## config.mk

```make
export PLATFORM = sky130hd
export DESIGN_NAME = bta_unit
export DESIGN_NICKNAME = d
export VERILOG_FILES = /design/src/rtl/bta_pkg.sv /design/src/rtl/bta_decode.sv /design/src/rtl/bta_disp_ext.sv /design/src/rtl/bta_target_sel.sv /design/src/rtl/bta_unit.sv
export SDC_FILE = /design/constraint.sdc
export NUM_CORES = 1
export LEC_CHECK = 0
export ABC_AREA = 1
export BUFFER_PORTS_ARGS = -buffer_cell sky130_fd_sc_hd__buf_2
export CAP_MARGIN = 20
export CELL_PAD_IN_SITES_DETAIL_PLACEMENT = 0
export CELL_PAD_IN_SITES_GLOBAL_PLACEMENT = 1
export CORE_UTILIZATION = 31
export CTS_BUF_LIST = sky130_fd_sc_hd__clkbuf_4
export CTS_CLUSTER_SIZE = 24
export DETAILED_ROUTE_END_ITERATION = 12
export PLACE_DENSITY = 0.9
export SYNTH_ARGS = -nofsm -noshare
export SYNTH_HDL_FRONTEND = slang
export SYNTH_SLANG_ARGS = --single-unit
```

## constraint.sdc

```tcl
create_clock -name clk -period 0.83 [get_ports clk]
set_input_delay 0.249 -clock clk [delete_from_list [all_inputs] [get_ports clk]]
set_output_delay 0.249 -clock clk [all_outputs]
set_load 0.01 [all_outputs]
```

## src/rtl/bta_pkg.sv

```systemverilog
package bta_pkg;
   typedef enum logic [2:0] {
      BK_NEAR_SHORT = 3'd0,
      BK_NEAR_LONG  = 3'd1,
      BK_NEAR_REG   = 3'd2,
      BK_NEAR_MEM   = 3'd3,
      BK_FAR_PTR    = 3'd4,
      BK_FAR_MEM    = 3'd5,
      BK_FAR_IMM    = 3'd6,
      BK_UNUSED     = 3'd7
   } bk_kind_e;

   typedef enum logic [1:0] {
      SRC_REL = 2'd0,
      SRC_REG = 2'd1,
      SRC_MEM = 2'd2,
      SRC_PTR = 2'd3
   } bk_src_e;

   typedef struct packed {
      logic    is_far;
      logic    use_short;
      logic    bad;
      bk_src_e src;
   } bk_ctl_t;
endpackage

```

## src/rtl/bta_decode.sv

```systemverilog
module bta_decode
   import bta_pkg::*;
(
   input  logic [2:0] kind_i,
   output bk_ctl_t    ctl_o
);
   always_comb begin
      ctl_o = '{is_far: 1'b0, use_short: 1'b0, bad: 1'b0, src: SRC_REL};
      case (bk_kind_e'(kind_i))
         BK_NEAR_SHORT: ctl_o.use_short = 1'b1;
         BK_NEAR_LONG:  ctl_o.src = SRC_REL;
         BK_NEAR_REG:   ctl_o.src = SRC_REG;
         BK_NEAR_MEM:   ctl_o.src = SRC_MEM;
         BK_FAR_PTR: begin
            ctl_o.is_far = 1'b1;
            ctl_o.src    = SRC_PTR;
         end
         BK_FAR_MEM: begin
            ctl_o.is_far = 1'b1;
            ctl_o.src    = SRC_MEM;
         end
         default:       ctl_o.bad = 1'b1;
      endcase
   end
endmodule

```

## src/rtl/bta_disp_ext.sv

```systemverilog
module bta_disp_ext #(
   parameter int IP_W     = 16,
   parameter int SHORT_W  = 8,
   parameter bit SIGN_EXT = 1'b1
) (
   input  logic [IP_W-1:0] disp_i,
   input  logic            use_short_i,
   output logic [IP_W-1:0] disp_o
);
   localparam int PAD_W = IP_W - SHORT_W;

   logic [IP_W-1:0] short_ext;

   generate
      if (SIGN_EXT) begin : g_sext
         assign short_ext = {{PAD_W{disp_i[SHORT_W-1]}}, disp_i[SHORT_W-1:0]};
      end else begin : g_zext
         assign short_ext = {{PAD_W{1'b0}}, disp_i[SHORT_W-1:0]};
      end
   endgenerate

   assign disp_o = use_short_i ? short_ext : disp_i;
endmodule

```

## src/rtl/bta_target_sel.sv

```systemverilog
module bta_target_sel
   import bta_pkg::*;
#(
   parameter int IP_W  = 16,
   parameter int SEG_W = 16
) (
   input  bk_ctl_t          ctl_i,
   input  logic [SEG_W-1:0] cur_cs_i,
   input  logic [IP_W-1:0]  cur_ip_i,
   input  logic [IP_W-1:0]  disp_i,
   input  logic [SEG_W-1:0] ptr_cs_i,
   input  logic [IP_W-1:0]  ptr_ip_i,
   input  logic [IP_W-1:0]  reg_word_i,
   input  logic [IP_W-1:0]  mem_ip_i,
   input  logic [SEG_W-1:0] mem_cs_i,
   output logic [SEG_W-1:0] cs_o,
   output logic [IP_W-1:0]  ip_o,
   output logic             chg_o
);
   logic [IP_W-1:0] rel_ip;

   assign rel_ip = cur_ip_i + disp_i;

   always_comb begin
      cs_o  = cur_cs_i;
      ip_o  = cur_ip_i;
      chg_o = 1'b0;
      if (!ctl_i.bad) begin
         case (ctl_i.src)
            SRC_REL: ip_o = rel_ip;
            SRC_REG: ip_o = reg_word_i;
            SRC_MEM: begin
               ip_o = mem_ip_i;
               if (ctl_i.is_far) cs_o = mem_cs_i;
            end
            default: begin
               ip_o = ptr_ip_i;
               cs_o = ptr_cs_i;
            end
         endcase
         chg_o = ctl_i.is_far;
      end
   end
endmodule

```

## src/rtl/bta_unit.sv

```systemverilog
module bta_unit
   import bta_pkg::*;
#(
   parameter int IP_W     = 16,
   parameter int SEG_W    = 16,
   parameter int SHORT_W  = 8,
   parameter bit SIGN_EXT = 1'b1
) (
   input  logic             clk,
   input  logic             rst_n,
   input  logic             req_i,
   input  logic [2:0]       kind_i,
   input  logic [SEG_W-1:0] cur_cs_i,
   input  logic [IP_W-1:0]  cur_ip_i,
   input  logic [IP_W-1:0]  disp_i,
   input  logic [SEG_W-1:0] ptr_cs_i,
   input  logic [IP_W-1:0]  ptr_ip_i,
   input  logic [IP_W-1:0]  reg_word_i,
   input  logic [IP_W-1:0]  mem_ip_i,
   input  logic [SEG_W-1:0] mem_cs_i,
   output logic [SEG_W-1:0] new_cs_o,
   output logic [IP_W-1:0]  new_ip_o,
   output logic             cs_chg_o,
   output logic             illegal_o,
   output logic             valid_o
);
   generate
      if (SHORT_W < 1 || SHORT_W >= IP_W) begin : g_bad_short
         $error("bta_unit: SHORT_W must lie in 1..IP_W-1");
      end
      if (SEG_W < 1 || IP_W < 2) begin : g_bad_width
         $error("bta_unit: widths too small");
      end
   endgenerate

   bk_ctl_t          ctl;
   logic [IP_W-1:0]  disp_ext;
   logic [SEG_W-1:0] nxt_cs;
   logic [IP_W-1:0]  nxt_ip;
   logic             nxt_chg;

   bta_decode u_dec (
      .kind_i (kind_i),
      .ctl_o  (ctl)
   );

   bta_disp_ext #(
      .IP_W     (IP_W),
      .SHORT_W  (SHORT_W),
      .SIGN_EXT (SIGN_EXT)
   ) u_ext (
      .disp_i      (disp_i),
      .use_short_i (ctl.use_short),
      .disp_o      (disp_ext)
   );

   bta_target_sel #(
      .IP_W  (IP_W),
      .SEG_W (SEG_W)
   ) u_sel (
      .ctl_i      (ctl),
      .cur_cs_i   (cur_cs_i),
      .cur_ip_i   (cur_ip_i),
      .disp_i     (disp_ext),
      .ptr_cs_i   (ptr_cs_i),
      .ptr_ip_i   (ptr_ip_i),
      .reg_word_i (reg_word_i),
      .mem_ip_i   (mem_ip_i),
      .mem_cs_i   (mem_cs_i),
      .cs_o       (nxt_cs),
      .ip_o       (nxt_ip),
      .chg_o      (nxt_chg)
   );

   always_ff @(posedge clk or negedge rst_n) begin
      if (!rst_n) begin
         new_cs_o  <= '0;
         new_ip_o  <= '0;
         cs_chg_o  <= 1'b0;
         illegal_o <= 1'b0;
         valid_o   <= 1'b0;
      end else begin
         valid_o <= req_i;
         if (req_i) begin
            new_cs_o  <= nxt_cs;
            new_ip_o  <= nxt_ip;
            cs_chg_o  <= nxt_chg;
            illegal_o <= ctl.bad;
         end
      end
   end
endmodule

```

==> results of run 1 <==
[cells by family after synthesis]
| family | share of synthesized area, % |
|---|---|
| AO/OA/AOI/OAI | 24.2 |
| adder cells (fa/ha/maj) | 6.31 |
| buffers and inverters | 12.7 |
| flip-flops | 26.6 |
| AND/OR/NAND/NOR | 30.1 |
[worst max-delay path by stage]
| stage | slack, ns | from | cells after the start | to |
|---|---|---|---|---|
| 2_1_floorplan | -0.97 | kind_i[2] | 17 | new_ip_o[15] |
| 4_1_cts | -0.87 | kind_i[0] | 17 | new_ip_o[13] |
| 3_3_place_gp | -1.29 | kind_i[1] | 15 | new_ip_o[12] |
| 6_report | -0.93 | kind_i[1] | 16 | new_ip_o[15] |
| 3_5_place_dp | -1.32 | kind_i[1] | 15 | new_ip_o[12] |
| 5_1_grt | -1.07 | kind_i[1] | 16 | new_ip_o[15] |
[state kept, by name, indices dropped and copies added, names as in the netlist]
register,flops
cs_chg_o,1
illegal_o,1
new_cs_o,16
new_ip_o,16
valid_o,1
[area by class of cell]
cell class                 count  area [sq um]
antenna                        1          2.50
clock buffer                   5          37.5
clock inverter                 3          38.8
fill                         888          4150
inverter                      75           318
multi-input combinational    374          2820
sequential                    35           876
tap                          136           170
timing repair buffer         262          1920
[where the power goes]
part	leakage, nW	switching [W]	internal, W
sequential	0.430	0.000138	0.00194
clock	0.0426	0.000651	0.000620
combinational	2.71	0.00204	0.00199
[critical path: stages]
cell      delay, ns
buf_8          0.10
nor2_4         0.14
nand3b_1       0.23
o21ai_0        0.15
inv_1          0.07
ha_1           0.33
nand2_2        0.12
inv_1          0.05
nand2_1        0.06
nand2_1        0.05
a21oi_2        0.13
nand3_1        0.09
nand3_1        0.08
nand2_1        0.05
nand2_1        0.06
nand2_1        0.04
[metal layers]
| layer | share of wire, % | routed length (um) |
|---|---|---|
| met5 | 0 | 0 |
| met4 | 2.0 | 278 |
| met3 | 5.9 | 837 |
| met2 | 52 | 7280 |
| met1 | 41 | 5730 |
[stage by stage]
step | hold WS (ns) | setup TNS [ns] | power [W] | std cells | util [%]
2_1_floorplan | -0.0466 | -17.14 | 0.00371 | 503 | -
3_3_place_gp | 0.227 | -26.61 | 0.00499 | 844 | 47.7
3_5_place_dp | 0.227 | -27.27 | 0.00504 | 844 | 47.7
4_1_cts | 0.0502 | -31.21 | 0.00686 | 878 | 54.4
5_1_grt | 0.0421 | -30.86 | 0.00785 | 891 | 59.8
6_report | 0.0624 | -27.33 | 0.00738 | 891 | 59.8
[what timing repair did]
item,in CTS,in global routing
endpoints found under the hold margin,35,0
cloned,0,3
endpoints found under the setup margin,68,67
resized for setup,113,113
pin swaps,63,47
buffers inserted,26,18
hold buffers,1,0
[placed cells by master (no fill, tap or decap), drive strengths merged]
cell type,Yosys,layout
nor2,19,19
nand2,165,165
nand3b,4,4
a21oi,26,26
dlygate4sd3,0,1
dfrtp,35,35
nor3,4,4
ha,15,15
inv,75,74
a21boi,3,3
clkbuf,6,8
or2,5,5
bufinv,0,1
nand4,1,1
buf,13,258
and2,2,2
a221oi,7,7
o22ai,11,11
diode,0,1
nand3,29,29
a22oi,19,19
o21ai,53,53
o211ai,5,5
clkinv,0,2
clkinvlp,0,1
o221ai,5,5
fa,1,1
==> run_results.csv, run 1 <==
group,metric,value,unit
sta,min_period_over_period,212,%
drt,wl_per_cell,15.9,um
worst_setup_path,critical_path_class,"primary input to flop",
die,die_x,105,um
die,design.die.area,11000,sq um
sta,setup_viol,68,
cts,cts_sinks,35,
min_path,holdPathStages,1,
drt,drtIter0Drc,236,
worst_setup_path,r2r_setup_slack,-0.06,ns
cells_and_area,area_growth,87.7,%
worst_setup_path,r2r_start,"new_ip_o[4]",
die,core,10300,sq um
cells_and_area,fin_area,6180,sq um
cts,cts-buffers-inserted,5,
place,gp_congestion,0.953,
die,rows,37,
drt,via_per_inst,5.06,
power,p_leak,3.18,nW
worst_setup_path,rr_endpoint,"new_ip_o[4]",
min_path,hp-start,"req_i",
cts,cts_tree,"done",
cts,cts_root_buf,"clkbuf_4",
yosys,syn_nets,653,
min_path,hold_path_end,"valid_o",
yosys,dominantRegCellSynth,"dfrtp_1",
yosys,synthArstFlopShare,100,%
grt,grt.busiest_layer,"met2",
worst_setup_path,critPathMaxFanout,7,
place,placedInstanceArea,4930,sq um
sta,report.final.hold_viol_count,0,
worst_setup_path,ff2ff_path_depth,3,
die,die_height,105,um
yosys,synth_warnings,0,
drt,drtAntennaViolNets,0,
grt,antenna_found_initial,1,
yosys,yosysUniqueCellTypes,35,
yosys,synth_cells,503,
yosys,ys_seq_area_share,26.6,%
worst_setup_path,worstPathArrival,2.00,ns
sta,rsz0062_at_grt,"yes",
cts,path_clk_slew,0.13,ns
grt,grt_pass1_vias,4437,
sta,fin_ws,-0.928,ns
worst_setup_path,crit_path_end_kind,"flop",
worst_setup_path,worstPathRequired,1.08,ns
place,pre_cts_slack,-1.32,ns
cells_and_area,fin_nets,903,
min_path,min_path_type,"primary input to flop",
yosys,synth-seq-cells,35,
grt,met1_usage,28.3,%
drt,drc,0,
sta,fin_skew,0,ns
sta,maxSlewHeadroom,79.3,%
sta,finalMaxSlewViolations,0,
grt,grt_max_degree,36,
place,place.port_buffers,168,
place,dp_hpwl,10.2,mm
grt,met3_usage,3.49,%
yosys,synthTopCellsByArea,"dfrtp_1 27%, nand2_1 18%, inv_1 8.1%",
sta,post-route-min-period,1.76,ns
drt,num_vias,4507,
drt,drt-pass1-iter-count,4,
die,initial_utilization,31.9,%
grt,grt_usage,23.6,%
grt,grt_first_pass_wirelength,20.8,mm
job,cap_violations,0,
sta,worstMarginPinSlew,0.310,ns
cts,worstSkewPairLatency,0.33,ns
power,peakVddDrop,0.000770,V
sta,max_freq,0.569,GHz
yosys,avgSynthCellArea,6.54,sq um
cts,h-tree-depth,2,
yosys,ys_top_cells_by_count,"162 x nand2_1, 71 x inv_1, 37 x o21ai_0",
yosys,synth_edf_count,0,
drt,wl,14.1,mm
yosys,yosysMostFrequentCell,"nand2_1",
run_status,violations,"negative setup slack",
cells_and_area,drive_above_1_share,56.9,%
grt,use_met2,43.2,%
run_status,status,"complete, but fails checks",
power,p_per_area,1190,nW/um^2
yosys,syn_area,3290,sq um
cts,clockBufferDepth,2,
worst_setup_path,cp-start-kind,"primary input",
yosys,synth_top_cell_area_share,26.6,%
grt,overflow,0,
yosys,synth.largest_area_cell,"dfrtp_1",
die,num_io_pins,169,
Note: power is estimated with default switching activity, not from simulation.
==> run 2: changes to the inputs <==
--- a/config.mk
+++ b/config.mk
@@ -15,6 +15,7 @@
 export CTS_CLUSTER_SIZE = 24
 export DETAILED_ROUTE_END_ITERATION = 12
 export PLACE_DENSITY = 0.9
+export SETUP_SLACK_MARGIN = 0.2
 export SYNTH_ARGS = -nofsm -noshare
 export SYNTH_HDL_FRONTEND = slang
 export SYNTH_SLANG_ARGS = --single-unit
==> run_results.csv, run 2 (synthesis results as in run 1) <==
group,metric,value,unit
place,place.port_buffers,168,
die,num_io_pins,169,
grt,overflow,0,
cells_and_area,multi_input_area,2720,sq um
job,cap_violations,0,
power,peakVddDrop,0.000777,V
worst_setup_path,critical_path_class,"primary input to flop",
sta,rsz0062_at_grt,"yes",
cells_and_area,area_growth,84.6,%
worst_setup_path,cpPeakStageDelay,0.33,ns
worst_setup_path,cp_cell_sequence,"buf_8 -> nor2_4 -> nand3b_1 -> o21ai_0 -> inv_1 -> ha_1 -> nand2_2 -> inv_1 -> nand2_1 -> nand2_1 -> a21oi_2 -> nand3_1 -> nand3_1 -> nand2_1 -> nand2_1 -> nand2_1",
cts,cts_tree,"done",
cts,cts_sinks,35,
worst_setup_path,crit_path_end_kind,"flop",
sta,post-route-min-period,1.76,ns
drt,drtAntennaViolNets,0,
sta,report.final.hold_viol_count,0,
drt,wl,13.6,mm
worst_setup_path,worst_path_most_repeated_cell,"nand2_1",
cts,cts-buffers-inserted,5,
cells_and_area,mostFrequentLayoutCells,"151 x buf_2, 125 x nand2_1, 65 x buf_4",
drt,drt-pass1-iter-count,4,
sta,worstMarginPinSlew,0.381,ns
drt,drtIter0Drc,281,
sta,finalMaxSlewViolations,0,
cells_and_area,fillers,897,
die,die_height,105,um
grt,antenna_found_initial,1,
cells_and_area,ff_latch_area,876,sq um
sta,maxSlewHeadroom,74.3,%
power,p_total,0.00730,W
cts,path_clk_slew,0.13,ns
drt,via_per_inst,5.00,
cells_and_area,layout_commonest_cell,"buf_2",
worst_setup_path,worstPathArrival,2.01,ns
grt,grt_pass1_vias,4562,
power,p_leak,3.17,nW
sta,fin_skew,0,ns
grt,grt_first_pass_wirelength,21.6,mm
die,core,10300,sq um
run_status,status,"complete, but fails checks",
grt,grt_usage,24.4,%
worst_setup_path,slowest_stage,"ha_1",
place,gp_congestion,0.953,
grt,grt_max_degree,36,
die,design.die.area,11000,sq um
drt,wl_per_cell,15.2,um
worst_setup_path,cp-start-kind,"primary input",
sta,setup_viol,67,
cts,hold_buffers,1,
cells_and_area,drive_above_1_share,54.6,%
cts,clockBufferDepth,2,
sta,min_period_over_period,213,%
power,p_per_area,1200,nW/um^2
worst_setup_path,worstPathRequired,1.07,ns
run_status,violations,"negative setup slack",
sta,fin_ws,-0.934,ns
cts,worstSkewPairLatency,0.33,ns
cts,cts_root_buf,"clkbuf_4",
cells_and_area,utilization,58.9,%
place,dp_hpwl,10.2,mm
die,die_x,105,um
cells_and_area,top_regs,"new_cs_o (16), new_ip_o (16)",
die,rows,37,
die,initial_utilization,31.9,%
cells_and_area,fin_nets,905,
drt,drc,0,
worst_setup_path,critPathMaxFanout,7,
sta,max_freq,0.567,GHz
drt,num_vias,4461,
cts,h-tree-depth,2,
min_path,min_path_type,"primary input to flop",
-- run 2: cell count changes in the layout (fill, tap and decap cells not counted), sizes merged --
cell and change:
buf +5, clkbuf -3
-- run 2: worst max-delay path: cells and delay by family --
family                   cells  cell delay [ns]
AND/OR/NAND/NOR             10             0.91
adder cells (fa/ha/maj)      1             0.33
AO/OA/AOI/OAI                2             0.29
buffers and inverters        3             0.22
-- run 2: what timing repair did --
| item | CTS | global route |
|---|---|---|
| buffers inserted | 29 | 9 |
| gates cloned | 1 | 0 |
| pin swaps | 76 | 39 |
| endpoints found under the setup margin | 69 | 69 |
| gates resized for setup | 142 | 47 |
| endpoints found under the hold margin | 35 | 1 |
-- run 2: path summary, 6_finish.rpt --
path	startpoint	cells past startpoint	endpoint	slack, ns
setup / recovery	kind_i[1]	16	new_ip_o[15]	-0.93
hold / removal	req_i	1	valid_o	0.02
setup reg to reg	new_ip_o[6]	4	new_ip_o[6]	-0.19
hold reg to reg	cs_chg_o	2	cs_chg_o	0.50
max in group asynchronous	rst_n	3	new_cs_o[1]	0.24
min in group asynchronous	rst_n	3	new_cs_o[3]	0.38
-- run 2: area by class of cell --
type / count / area share, %
sequential: 35 / 14.4
multi-input combinational: 374 / 44.8
clock inverter: 3 / 0.638
clock buffer: 5 / 0.618
antenna: 1 / 0.0412
tap: 136 / 2.80
inverter: 75 / 5.06
timing repair buffer: 264 / 31.6
-- run 2: per-stage QoR --
step | cells | TNS (ns) | hold WS [ns] | area [sq um] | setup slack [ns]
finish | 893 | -32.54 | 0.0184 | 6080 | -0.934
floorplan | 503 | -17.14 | -0.0466 | 3550 | -0.968
CTS | 883 | -31.90 | 0.00262 | 5800 | -0.865
detailed placement | 844 | -27.27 | 0.227 | 4930 | -1.32
global placement | 844 | -26.61 | 0.227 | 4930 | -1.29
global route | 893 | -35.96 | -0.00560 | 6080 | -1.10
-- run 2: per-layer routing --
| layer | wire [um] | up-vias | share of wire, % | GRT usage, % |
|---|---|---|---|---|
| li1 | - | 2179 | - | - |
| met1 | 5760 | 2124 | 42 | 29.5 |
| met2 | 7030 | 146 | 52 | 45.2 |
| met3 | 662 | 12 | 4.9 | 2.99 |
| met4 | 150 | 0 | 1.1 | 6.74 |
| met5 | 0 | - | 0 | 0 |
-- run 2: where the power goes --
part / switching [W] / internal (W)
registers: 0.000139 / 0.00194
clock network: 0.000646 / 0.000620
logic: 0.00197 / 0.00198
==> run 3: changes to the inputs <==
--- a/config.mk
+++ b/config.mk
@@ -15,6 +15,7 @@
 export CTS_CLUSTER_SIZE = 24
 export DETAILED_ROUTE_END_ITERATION = 12
 export PLACE_DENSITY = 0.9
+export RECOVER_POWER = 100
 export SETUP_SLACK_MARGIN = 0.2
 export SYNTH_ARGS = -nofsm -noshare
 export SYNTH_HDL_FRONTEND = slang
==> run_results.csv, run 3 (synthesis results as in run 1) <==
group,metric,value,unit
cts,cts_tree,"done",
sta,maxSlewHeadroom,74.4,%
worst_setup_path,critPathMaxFanout,7,
power,peakVddDrop,0.000776,V
min_path,min_path_type,"primary input to flop",
cells_and_area,ff_latch_area,876,sq um
cts,clockBufferDepth,2,
die,core,10300,sq um
drt,drtAntennaViolNets,0,
sta,rsz0062_at_grt,"yes",
grt,grt_usage,24.4,%
sta,post-route-min-period,1.76,ns
cells_and_area,layout_commonest_cell,"buf_2",
die,design.die.area,11000,sq um
power,p_per_area,1200,nW/um^2
worst_setup_path,worstPathArrival,2.01,ns
cts,cts_root_buf,"clkbuf_4",
cts,h-tree-depth,2,
place,gp_congestion,0.953,
grt,grt_first_pass_wirelength,21.6,mm
sta,setup_viol,68,
cts,cts_sinks,35,
sta,fin_ws,-0.933,ns
sta,report.final.hold_viol_count,0,
worst_setup_path,crit_path_end_kind,"flop",
cts,cts-buffers-inserted,5,
sta,finalMaxSlewViolations,0,
cells_and_area,top_regs,"new_cs_o (16), new_ip_o (16)",
drt,drtIter0Drc,285,
cts,hold_buffers,1,
worst_setup_path,cp-start-kind,"primary input",
drt,drt-pass1-iter-count,5,
die,die_x,105,um
sta,setup_tns,-32.60,ns
run_status,status,"complete, but fails checks",
cells_and_area,multi_input_area,2720,sq um
die,initial_utilization,31.9,%
place,place.port_buffers,168,
die,die_height,105,um
die,num_io_pins,169,
sta,fin_skew,0,ns
grt,overflow,0,
cts,path_clk_slew,0.13,ns
drt,wl_per_cell,15.3,um
power,p_leak,3.16,nW
die,rows,37,
drt,wl,13.6,mm
cells_and_area,fin_nets,905,
place,dp_hpwl,10.2,mm
drt,via_per_inst,5.03,
cells_and_area,drive_above_1_share,54.4,%
worst_setup_path,worstPathRequired,1.07,ns
cells_and_area,utilization,58.7,%
grt,grt_pass1_vias,4562,
sta,min_period_over_period,212,%
cts,worstSkewPairLatency,0.33,ns
worst_setup_path,critical_path_class,"primary input to flop",
cells_and_area,mostFrequentLayoutCells,"150 x buf_2, 125 x nand2_1, 65 x buf_4",
grt,antenna_found_initial,1,
job,cap_violations,0,
grt,grt_max_degree,36,
drt,drc,0,
drt,num_vias,4495,
sta,max_freq,0.567,GHz
cells_and_area,area_growth,84.1,%
sta,worstMarginPinSlew,0.381,ns
cells_and_area,fillers,903,
run_status,violations,"negative setup slack",
## run 3: path summary, 6_finish.rpt
path                        startpoint           end  slack, ns  cells past startpoint
setup / recovery             kind_i[1]  new_ip_o[15]      -0.93                     16
hold / removal                   req_i       valid_o       0.09                      1
setup reg to reg           new_ip_o[6]   new_ip_o[6]      -0.19                      4
hold reg to reg               cs_chg_o      cs_chg_o       0.50                      2
max in group asynchronous        rst_n   new_cs_o[7]       0.12                      3
min in group asynchronous        rst_n   new_cs_o[3]       0.43                      3
## run 3: metrics by stage
step           worst slack (ns)  hold WS (ns)  instances  total power, W  area (sq um)
2_1_floorplan            -0.968       -0.0466        503         0.00371          3550
3_3_place_gp              -1.29         0.227        844         0.00499          4930
3_5_place_dp              -1.32         0.227        844         0.00504          4930
4_1_cts                  -0.865       0.00262        883         0.00701          5800
5_1_grt                   -1.10        0.0712        893         0.00778          6060
6_report                 -0.933        0.0935        893         0.00729          6060
## run 3: final cells by class
class                           instances  area share [%]
Tap cell                              136            2.81
Multi-Input combinational cell        374            44.9
Inverter                               75            5.08
Sequential cell                        35            14.5
Clock inverter                          3           0.640
Antenna cell                            1          0.0413
Clock buffer                            5           0.619
Timing Repair Buffer                  264            31.4
## run 3: report_power, final
group,switching [W],total [W],internal (W)
logic,0.00197,0.00394,0.00197
clock network,0.000643,0.00126,0.000620
registers,0.000140,0.00208,0.00194
## run 3: what timing repair did
item / 4_1_cts / 5_1_grt
buffers inserted: 29 / 9
hold endpoints to repair: 35 / 1
gates cloned: 1 / 0
pin swaps: 76 / 39
endpoints found under the setup margin: 69 / 69
gates resized for setup: 142 / 47
## run 3: metal layers
layer	routed length [um]	GRT usage, %	up-vias	share of wire, %
li1	-	-	2181	-
met1	5850	29.5	2159	43
met2	7030	45.2	145	52
met3	621	2.99	10	4.6
met4	142	6.74	0	1.0
met5	0	0	-	0
## run 3: critical path: stages
cell	delay, ns
buf_8	0.10
nor2_4	0.14
nand3b_1	0.23
o21ai_0	0.16
inv_1	0.07
ha_1	0.33
nand2_2	0.11
inv_1	0.05
nand2_1	0.06
nand2_1	0.05
a21oi_2	0.13
nand3_1	0.09
nand3_1	0.08
nand2_1	0.05
nand2_1	0.06
nand2_1	0.04
